[config.mk]
export PLATFORM = sky130hd
export DESIGN_NAME = frame_responder_tx
export DESIGN_NICKNAME = d
export VERILOG_FILES = /design/src/rtl/frmresp_pkg.sv /design/src/rtl/frame_lookup.sv /design/src/rtl/reply_shifter.sv /design/src/rtl/frame_responder_tx.sv
export SDC_FILE = /design/constraint.sdc
export NUM_CORES = 1
export LEC_CHECK = 0
export BUFFER_PORTS_ARGS = -buffer_cell sky130_fd_sc_hd__buf_2
export CAP_MARGIN = 5
export CORE_UTILIZATION = 40
export CTS_CLUSTER_SIZE = 24
export DETAILED_ROUTE_END_ITERATION = 8
export SYNTH_ARGS = -nofsm -noshare
export SYNTH_HDL_FRONTEND = slang
export SYNTH_HIERARCHICAL = 1
export SYNTH_SLANG_ARGS = --single-unit
[constraint.sdc]
create_clock -name clk -period 2.4 [get_ports clk]
set_input_delay 0.12 -clock clk [delete_from_list [all_inputs] [get_ports clk]]
set_output_delay 0.12 -clock clk [all_outputs]
set_load 0.05 [all_outputs]
[src/rtl/frmresp_pkg.sv]
package frmresp_pkg;

    localparam int LEN_W      = 5;
    localparam int DATA_W     = 16;
    localparam int AGE_W      = 12;
    localparam int TURN_TICKS = 490;
    localparam int BIT_TICKS  = 150;
    localparam int EMPTY_MAX  = 4;
    localparam int SKIP_LEN   = 6;
    localparam int N_ENTRIES  = 1;

    typedef struct packed {
        logic [LEN_W-1:0]  len;
        logic [DATA_W-1:0] data;
    } frame_t;

    typedef enum logic [1:0] {
        ST_IDLE,
        ST_WAIT,
        ST_SEND
    } tx_state_e;

    function automatic frame_t query_entry(input int idx);
        frame_t f;
        f = '0;
        case (idx)
            0: begin
                f.len  = LEN_W'(7);
                f.data = DATA_W'(16'h0055);
            end
            default: f = '0;
        endcase
        return f;
    endfunction

    function automatic frame_t reply_entry(input int idx);
        frame_t f;
        f = '0;
        case (idx)
            0: begin
                f.len  = LEN_W'(6);
                f.data = DATA_W'(16'h003B);
            end
            default: f = '0;
        endcase
        return f;
    endfunction

endpackage

[src/rtl/frame_lookup.sv]
module frame_lookup
    import frmresp_pkg::*;
#(
    parameter int ENTRIES = N_ENTRIES
) (
    input  logic   clk,
    input  logic   rst,
    input  frame_t req,
    output logic   hit,
    output frame_t reply
);
    logic [ENTRIES-1:0] eq_vec;
    logic               eligible;

    assign eligible = (req.len > LEN_W'(EMPTY_MAX)) && (req.len != LEN_W'(SKIP_LEN));

    for (genvar g = 0; g < ENTRIES; g++) begin : g_cmp
        frame_t q;
        assign q         = query_entry(g);
        assign eq_vec[g] = (req.len == q.len) && (req.data == q.data);
    end

    always_comb begin
        hit   = 1'b0;
        reply = '0;
        for (int i = ENTRIES - 1; i >= 0; i--) begin
            if (eq_vec[i] && eligible) begin
                hit   = 1'b1;
                reply = reply_entry(i);
            end
        end
    end

    assert_short_drop_R2: assert property (@(posedge clk) disable iff (rst)
        (req.len <= LEN_W'(EMPTY_MAX)) |-> !hit);

    assert_skip_len_R3: assert property (@(posedge clk) disable iff (rst)
        (req.len == LEN_W'(SKIP_LEN)) |-> !hit);

endmodule

[src/rtl/reply_shifter.sv]
module reply_shifter
    import frmresp_pkg::*;
#(
    parameter int TURN = TURN_TICKS,
    parameter int BITT = BIT_TICKS
) (
    input  logic             clk,
    input  logic             rst,
    input  logic             tick_en,
    input  logic             load,
    input  frame_t           reply,
    input  logic [AGE_W-1:0] edge_age,
    output logic             tx_out,
    output logic             busy
);
    localparam int PER_W = $clog2(BITT);

    tx_state_e         state;
    logic [DATA_W-1:0] shreg;
    logic [LEN_W-1:0]  left;
    logic [PER_W-1:0]  per_cnt;
    logic              turn_ok;

    assign turn_ok = tick_en && (edge_age >= AGE_W'(TURN));
    assign busy    = (state != ST_IDLE);

    always_ff @(posedge clk) begin
        if (rst) begin
            state   <= ST_IDLE;
            shreg   <= '0;
            left    <= '0;
            per_cnt <= '0;
            tx_out  <= 1'b0;
        end else begin
            case (state)
                ST_IDLE: begin
                    tx_out <= 1'b0;
                    if (load) begin
                        state <= ST_WAIT;
                        shreg <= reply.data;
                        left  <= reply.len;
                    end
                end
                ST_WAIT: begin
                    if (turn_ok) begin
                        state   <= ST_SEND;
                        tx_out  <= shreg[0];
                        shreg   <= shreg >> 1;
                        left    <= left - LEN_W'(1);
                        per_cnt <= '0;
                    end
                end
                ST_SEND: begin
                    if (tick_en) begin
                        if (per_cnt == PER_W'(BITT - 1)) begin
                            per_cnt <= '0;
                            if (left == '0) begin
                                state  <= ST_IDLE;
                                tx_out <= 1'b0;
                            end else begin
                                tx_out <= shreg[0];
                                shreg  <= shreg >> 1;
                                left   <= left - LEN_W'(1);
                            end
                        end else begin
                            per_cnt <= per_cnt + PER_W'(1);
                        end
                    end
                end
                default: state <= ST_IDLE;
            endcase
        end
    end

    assert_idle_low_R8: assert property (@(posedge clk) disable iff (rst)
        (state != ST_SEND) |-> !tx_out);

    assert_start_gate_R6: assert property (@(posedge clk) disable iff (rst)
        (state == ST_SEND && $past(state) == ST_WAIT) |->
            ($past(tick_en) && $past(edge_age) >= AGE_W'(TURN)));

    assert_tick_hold_R12: assert property (@(posedge clk) disable iff (rst)
        (busy && !tick_en) |=> ($stable(tx_out) && busy));

    assert_period_bound_R7: assert property (@(posedge clk) disable iff (rst)
        per_cnt < PER_W'(BITT));

endmodule

[src/rtl/frame_responder_tx.sv]
module frame_responder_tx
    import frmresp_pkg::*;
(
    input  logic              clk,
    input  logic              rst,
    input  logic              tick_en,
    input  logic              frm_valid,
    input  logic [LEN_W-1:0]  frm_len,
    input  logic [DATA_W-1:0] frm_data,
    input  logic [AGE_W-1:0]  edge_age,
    output logic              tx_out,
    output logic              tx_busy
);
    frame_t req;
    frame_t reply;
    logic   hit;
    logic   load;

    assign req.len  = frm_len;
    assign req.data = frm_data;
    assign load     = frm_valid && hit && !tx_busy;

    frame_lookup #(.ENTRIES(N_ENTRIES)) u_lookup (
        .clk   (clk),
        .rst   (rst),
        .req   (req),
        .hit   (hit),
        .reply (reply)
    );

    reply_shifter #(.TURN(TURN_TICKS), .BITT(BIT_TICKS)) u_shift (
        .clk      (clk),
        .rst      (rst),
        .tick_en  (tick_en),
        .load     (load),
        .reply    (reply),
        .edge_age (edge_age),
        .tx_out   (tx_out),
        .busy     (tx_busy)
    );

    assert_load_busy_R9: assert property (@(posedge clk) disable iff (rst)
        load |=> tx_busy);

    assert_drop_busy_R10: assert property (@(posedge clk) disable iff (rst)
        (tx_busy && frm_valid && $past(tx_busy)) |=> (tx_busy || !tx_out));

endmodule

==> flow_metrics.env, run 1 <==
export IMPL_drc=0
export IMPL_numCtsBuffers=5
export IMPL_die_h_um=74.86
export IMPL_num_vias=1694
export IMPL_internal_power_mw=0.9264
export IMPL_drt_iter0_drc=49
export IMPL_hold_class="primary input to flop"
export IMPL_grt_pass1_vias=1516
export IMPL_swShare=0.1999
export IMPL_place_congestion=0.7839
export IMPL_worst_slack_ps=298.2
export IMPL_antenna_found_initial=0
export IMPL_routedWlPerCell_um=11.70
export IMPL_rsz0062_at_grt="false"
export IMPL_routed_via_density=4.953
export IMPL_power_frac_comb=0.053
export IMPL_post_route_period_util=0.8758
export IMPL_io_pin_count=39
export IMPL_area_growth_pct=13.79
export IMPL_hold_slack_ps=257.4
export IMPL_die_x_um=74.86
export IMPL_slew_viol_final=0
export IMPL_power_density_mw_per_mm2=479.3
export IMPL_maxCapViolations=0
export IMPL_reg2reg_depth=6
export IMPL_place_worst_setup_slack_ps=245.9
export IMPL_gr_usage_all_layers=0.1582
export IMPL_tns_ps=0
export IMPL_cts_tree="done"
export IMPL_r2r_start="u_shift/state[1]"
export IMPL_drive_gt1_frac=0.2904
export IMPL_final_area_sq_mm=0.002416
export IMPL_ctsResizeCount=0
export IMPL_nFillCells=523
export IMPL_overflow=0
export IMPL_grt_max_degree=29
export IMPL_cts_setup_buffers=0
export IMPL_syn_instance_count=237
export IMPL_clkLatencyLatePin_ps=290
export IMPL_p_seq_frac=0.458
export IMPL_max_freq_mhz=475.8
export IMPL_final_cells=342
export IMPL_cp_startpoint="u_shift/state[1]"
export IMPL_clock_skew_final_ps=8.588
export IMPL_htree_levels=2
export IMPL_hold_depth=3
export IMPL_synth_top_area_frac=0.3017
export IMPL_yosysWarningCount=6
export IMPL_ys_ff_latch=32
export IMPL_worst_setup_path_start_kind="flop"
export IMPL_grt_pass1_wl_um=6762
export IMPL_synthDistinctLibCells=46
export IMPL_fin_util=0.4731
export IMPL_layout_nets=318
export IMPL_cts_root_buf="clkbuf_8"
export IMPL_core_sq_mm=0.005107
export IMPL_clk_pin_slew_ps=70
export IMPL_place_area_sq_mm=0.002290
export IMPL_hold_buffers=0
export IMPL_worstPathRequired_ps=2580
export IMPL_clockBufferDepth=2
export IMPL_layout_commonest_cell="buf_2"
export IMPL_grtUsageMet2=0.2613
export IMPL_ant_nets=0
export IMPL_clkSinkCount=32
export IMPL_start_util=0.4157
export IMPL_switching_power_mw=0.2315
export IMPL_top_usage_layer="met2"
export IMPL_power_ir_vdd_worst_mv=0.5623
export IMPL_die_area_sq_mm=0.005603
export IMPL_core_rowCount=26
export IMPL_p_leak_nw=0.9034
export IMPL_rrSetupSlack_ps=300
export IMPL_setup_viol=0
export IMPL_dp_cells=334
export IMPL_p_total_mw=1.158
export IMPL_critical_path_endpoint="u_shift/left[3]"
export IMPL_clkPwrFrac=0.489
export IMPL_final_hold_violation_count=0
export IMPL_criticalPathCategory="flop to flop"
export IMPL_timing_rr_end="u_shift/left[3]"
export IMPL_status="finished clean"
export IMPL_drt_total_wl_um=4003
export IMPL_synth_area_leaders="dfxtp_1 (30%), mux2i_1 (9.4%), a211oi_2 (8.8%)"
export IMPL_diodes=0
export IMPL_hpwl_um=2866
export IMPL_dr_pass1_iters=4
export IMPL_yosysTopAreaCell="dfxtp_1"
export IMPL_crit_path_max_fanout=27
export IMPL_yosysSeqAreaShare=0.3017
export IMPL_cp_arrival_ps=2280
export IMPL_finalCriticalPeriod_ps=2102
export IMPL_io_buffers=37
export IMPL_global_route_usage_met3=0.03614
export IMPL_mostFrequentLayoutCells="buf_2 (37), dfxtp_1 (32), nor2_1 (28)"
export IMPL_critPathCaptureType="flop"
export IMPL_use_met1=0.2023
export IMPL_syn_area_sq_mm=0.002123
export IMPL_avgSynthCellArea_sq_um=8.959
==> critical path, cell delays in order, from the launching register on <==
cell,delay (ps)
dfxtp_1,330
inv_1,130
ha_1,230
or4b_1,590
o211a_1,320
buf_12,180
a32o_1,210
==> power groups by stage <==
stage	Clock [mW]	Sequential [mW]	Combinational (mW)
after floorplan	0	0.543	0.0421
after global placement	0	0.543	0.0608
after detailed placement	0	0.543	0.0616
after CTS	0.589	0.531	0.0619
after global routing	0.610	0.530	0.0695
final	0.566	0.531	0.0614
==> layout make-up <==
cell class | count | area [sq um] | area share
timing repair buffer | 46 | 265.3 | 0.1098
clock buffer | 7 | 96.34 | 0.03988
inverter | 10 | 37.54 | 0.01554
tap | 70 | 87.58 | 0.03625
sequential | 32 | 640.6 | 0.2651
multi-input combinational | 176 | 1259 | 0.5210
clock inverter | 1 | 30.03 | 0.01243
==> cells by family (layout without fill, tap and decap cells) <==
kind of cell    after synthesis  count (layout)  synth area share
compound gates               56              56            0.2121
fa+ha+maj                    10              10           0.05893
buf+inv                      42              64            0.1285
flops                        32              32            0.3017
mux                          20              20           0.09428
other cells                   1              14          0.001766
simple gates                 76              76            0.2027
==> synthesized netlist by cell type, drive strengths merged <==
master   instances
or4b             2
dfxtp           32
inv             10
clkbuf           4
or3              3
nand3b           3
o211a            1
and4bb           1
o21bai           1
and3             4
nand4b           1
o21a             1
o31ai            4
buf             28
nand2            9
nand4            2
a21oi           11
mux2i           20
or3b             4
a32o             1
o221ai           1
a31o             3
and3b            1
nor2            28
nand3            4
nor3             3
nor4b            3
nor4             3
o211ai           3
nor2b            4
a211oi          16
ha              10
o2111ai          1
nand4bb          1
conb             1
o21ai           13
==> worst min-delay path by stage <==
| stage | start | to | slack [ps] |
|---|---|---|---|
| 4_1_cts | rst | u_shift/shreg[10] | 250 |
| 3_3_place_gp | u_shift/shreg[15] | u_shift/shreg[15] | 440 |
| 3_5_place_dp | u_shift/shreg[15] | u_shift/shreg[15] | 450 |
| 2_1_floorplan | rst | u_shift/left[0] | 350 |
| 5_1_grt | rst | u_shift/per_cnt[2] | 270 |
| 6_report | rst | u_shift/shreg[14] | 260 |
==> layer usage <==
metal | up-vias | wire, um
li1 | 890 | -
met1 | 781 | 2053
met2 | 18 | 1803
met3 | 5 | 99
met4 | 0 | 46
met5 | - | 0
==> state kept, by name (all words and copies together) (netlist names) <==
signal           flops
u_shift/shreg       16
u_shift/per_cnt      8
u_shift/left         5
u_shift/state        2
u_shift/tx_out       1
No activity file was read; power rests on OpenSTA's default activity.
==> run 2: changes to the inputs <==
--- a/config.mk
+++ b/config.mk
@@ -7,9 +7,10 @@
 export LEC_CHECK = 0
 export BUFFER_PORTS_ARGS = -buffer_cell sky130_fd_sc_hd__buf_2
 export CAP_MARGIN = 5
-export CORE_UTILIZATION = 40
+export CORE_UTILIZATION = 51
 export CTS_CLUSTER_SIZE = 24
 export DETAILED_ROUTE_END_ITERATION = 8
+export PLACE_DENSITY = 0.77
 export SYNTH_ARGS = -nofsm -noshare
 export SYNTH_HDL_FRONTEND = slang
 export SYNTH_HIERARCHICAL = 1
==> constraint.sdc (replaced) <==
create_clock -name clk -period 1.7 [get_ports clk]
set_input_delay 0.085 -clock clk [delete_from_list [all_inputs] [get_ports clk]]
set_output_delay 0.085 -clock clk [all_outputs]
set_load 0.05 [all_outputs]
==> run 2 against run 1 <==
  * The run now ends with negative setup slack left
  * Global-route usage up 7.2 points
  * Core utilization is 25 points higher
  * Worst setup slack got worse by 520 ps
  * Hold slack got worse by 150 ps
  * Via count increased by 14%
  * Critical path depth grew 4
  * Final area rose by 20%
  * Register-to-register slack worse by 520 ps
  * Sequential cell count stayed put
  * Total power is 23% higher
  * Wire length increased by 26%
  * Critical path type unchanged
==> flow_metrics.env, run 2 (same netlist as run 1, synthesis figures left out) <==
export IMPL_worst_setup_path_start_kind="flop"
export IMPL_clock_skew_final_ps=10.31
export IMPL_area_growth_pct=36.71
export IMPL_start_util=0.5308
export IMPL_nFillCells=275
export IMPL_reg2reg_depth=10
export IMPL_core_rowCount=23
export IMPL_die_h_um=66.53
export IMPL_status="finished, violations left"
export IMPL_clkLatencyLatePin_ps=290
export IMPL_swShare=0.2433
export IMPL_cp_depth=10
export IMPL_clkPwrFrac=0.411
export IMPL_hold_depth=2
export IMPL_multi_input_area_sq_mm=0.001528
export IMPL_rsz0062_at_grt="true"
export IMPL_largest_reg_flops=16
export IMPL_routedWlPerCell_um=14.42
export IMPL_grt_pass1_vias=1760
export IMPL_layout_nets=345
export IMPL_register_area_sq_um=645.6
export IMPL_maxCapViolations=0
export IMPL_internal_power_mw=1.074
export IMPL_setup_viol=30
export IMPL_clockBufferDepth=2
export IMPL_io_pin_count=39
export IMPL_htree_levels=2
export IMPL_dp_cells=337
export IMPL_mostFrequentLayoutCells="buf_2 (37), dfxtp_1 (30), buf_4 (28)"
export IMPL_hold_class="primary input to flop"
export IMPL_grt_pass1_wl_um=7721
export IMPL_p_seq_frac=0.527
export IMPL_power_ir_vdd_worst_mv=0.3520
export IMPL_slowest_delay_ps=330
export IMPL_violations="negative setup slack"
export IMPL_worst_slack_ps=-219.4
export IMPL_routed_via_density=5.547
export IMPL_drc=0
export IMPL_numCtsBuffers=5
export IMPL_clk_pin_slew_ps=70
export IMPL_hold_buffers=0
export IMPL_critical_path_slowest_cell="dfxtp_2"
export IMPL_ant_nets=0
export IMPL_clkSinkCount=32
export IMPL_overflow=0
export IMPL_cts_tree="done"
export IMPL_cp_arrival_ps=2110
export IMPL_p_leak_nw=1.119
export IMPL_post_route_period_util=1.129
export IMPL_final_hold_violation_count=0
export IMPL_top_register="u_shift/shreg"
export IMPL_top_regs="u_shift/shreg: 16 flops, u_shift/per_cnt: 8 flops, u_shift/left: 5 flops"
export IMPL_finalCriticalPeriod_ps=1919
export IMPL_io_buffers=37
export IMPL_gr_usage_all_layers=0.2297
export IMPL_switching_power_mw=0.3453
export IMPL_power_frac_comb=0.062
export IMPL_drive_gt1_frac=0.5084
export IMPL_layout_commonest_cell="buf_2"
export IMPL_die_x_um=66.53
export IMPL_core_sq_mm=0.004000
export IMPL_die_area_sq_mm=0.004426
export IMPL_power_density_mw_per_mm2=489.0
export IMPL_grt_max_degree=29
export IMPL_path_cells="inv_4 > ha_4 > clkinvlp_4 > and3b_1 > nor2b_2 > nor3_2 > o211a_4 > buf_6 > nand2_2 > a32o_1"
export IMPL_antenna_found_initial=0
export IMPL_place_worst_setup_slack_ps=-433.2
export IMPL_tns_ps=-4346
export IMPL_dr_pass1_iters=4
export IMPL_critPathCaptureType="flop"
export IMPL_drt_iter0_drc=72
export IMPL_final_cells=349
export IMPL_crit_path_max_fanout=7
export IMPL_critPathTopFamily="compound AO/OA/AOI/OAI gates"
export IMPL_drt_total_wl_um=5033
export IMPL_place_congestion=0.7880
export IMPL_criticalPathCategory="flop to flop"
export IMPL_diodes=0
export IMPL_slew_viol_final=0
export IMPL_max_freq_mhz=521.0
export IMPL_crit_buf_inv=3
export IMPL_cts_root_buf="clkbuf_8"
export IMPL_hpwl_um=3134
export IMPL_worstPathRequired_ps=1890
export IMPL_num_vias=1936
run 2: cell count changes in the layout (fill, tap and decap cells not counted), moves of 3 or more:
| cell | before | now |
|---|---|---|
| nor2_4 | 0 | 12 |
| nor2_1 | 28 | 12 |
| nor2_2 | 0 | 4 |
| ha_1 | 10 | 6 |
| o21ai_2 | 0 | 3 |
| buf_4 | 8 | 28 |
| o21ai_0 | 12 | 8 |
| nand2_2 | 0 | 3 |
| inv_1 | 10 | 6 |
| buf_6 | 0 | 4 |
| nand2_1 | 9 | 6 |
run 2: path summary, 6_finish.rpt:
path	startpoint	to	slack [ps]
worst max-delay path	u_shift/state[1]	u_shift/left[3]	-220
worst min-delay path	rst	u_shift/per_cnt[1]	110
worst max register to register	u_shift/state[1]	u_shift/left[3]	-220
worst min register to register	u_shift/shreg[15]	u_shift/shreg[15]	470
run 2: what timing repair did:
item	in CTS	in global routing
gates cloned	1	1
endpoints found under the setup margin	32	32
pin swaps	14	13
buffers inserted	3	0
gates resized for setup	15	25
run 2: metrics by stage:
stage            util  power, mW  hold slack, ps  area (sq um)
2_1_floorplan       -     0.8248           283.0          2325
3_3_place_gp   0.6469     0.8496           406.4          2587
3_5_place_dp   0.6469     0.8512           413.4          2587
4_1_cts        0.6997      1.426           108.8          2799
5_1_grt        0.7257      1.471           123.3          2903
6_report       0.7257      1.419           105.1          2903
run 2: metal layers:
layer,vias to the layer above,track usage,routed length (um)
li1,941,-,-
met1,912,0.2747,2186
met2,77,0.4082,2500
met3,6,0.05308,302
met4,0,0.06117,44
met5,-,0,0
run 2: power groups by stage:
stage	clock, mW	combinational, mW	sequential (mW)
after floorplan	0	0.0600	0.765
after global placement	0	0.0848	0.765
final	0.583	0.0886	0.748
after detailed placement	0	0.0864	0.765
after CTS	0.592	0.0868	0.747
after global routing	0.625	0.0988	0.747
run 2: cell type report:
| class | instances | area share |
|---|---|---|
| clock buffer | 5 | 0.02371 |
| clock inverter | 3 | 0.006466 |
| inverter | 10 | 0.01595 |
| multi-input combinational | 176 | 0.5263 |
| sequential | 32 | 0.2224 |
| tap | 50 | 0.02155 |
| timing repair buffer | 73 | 0.1836 |
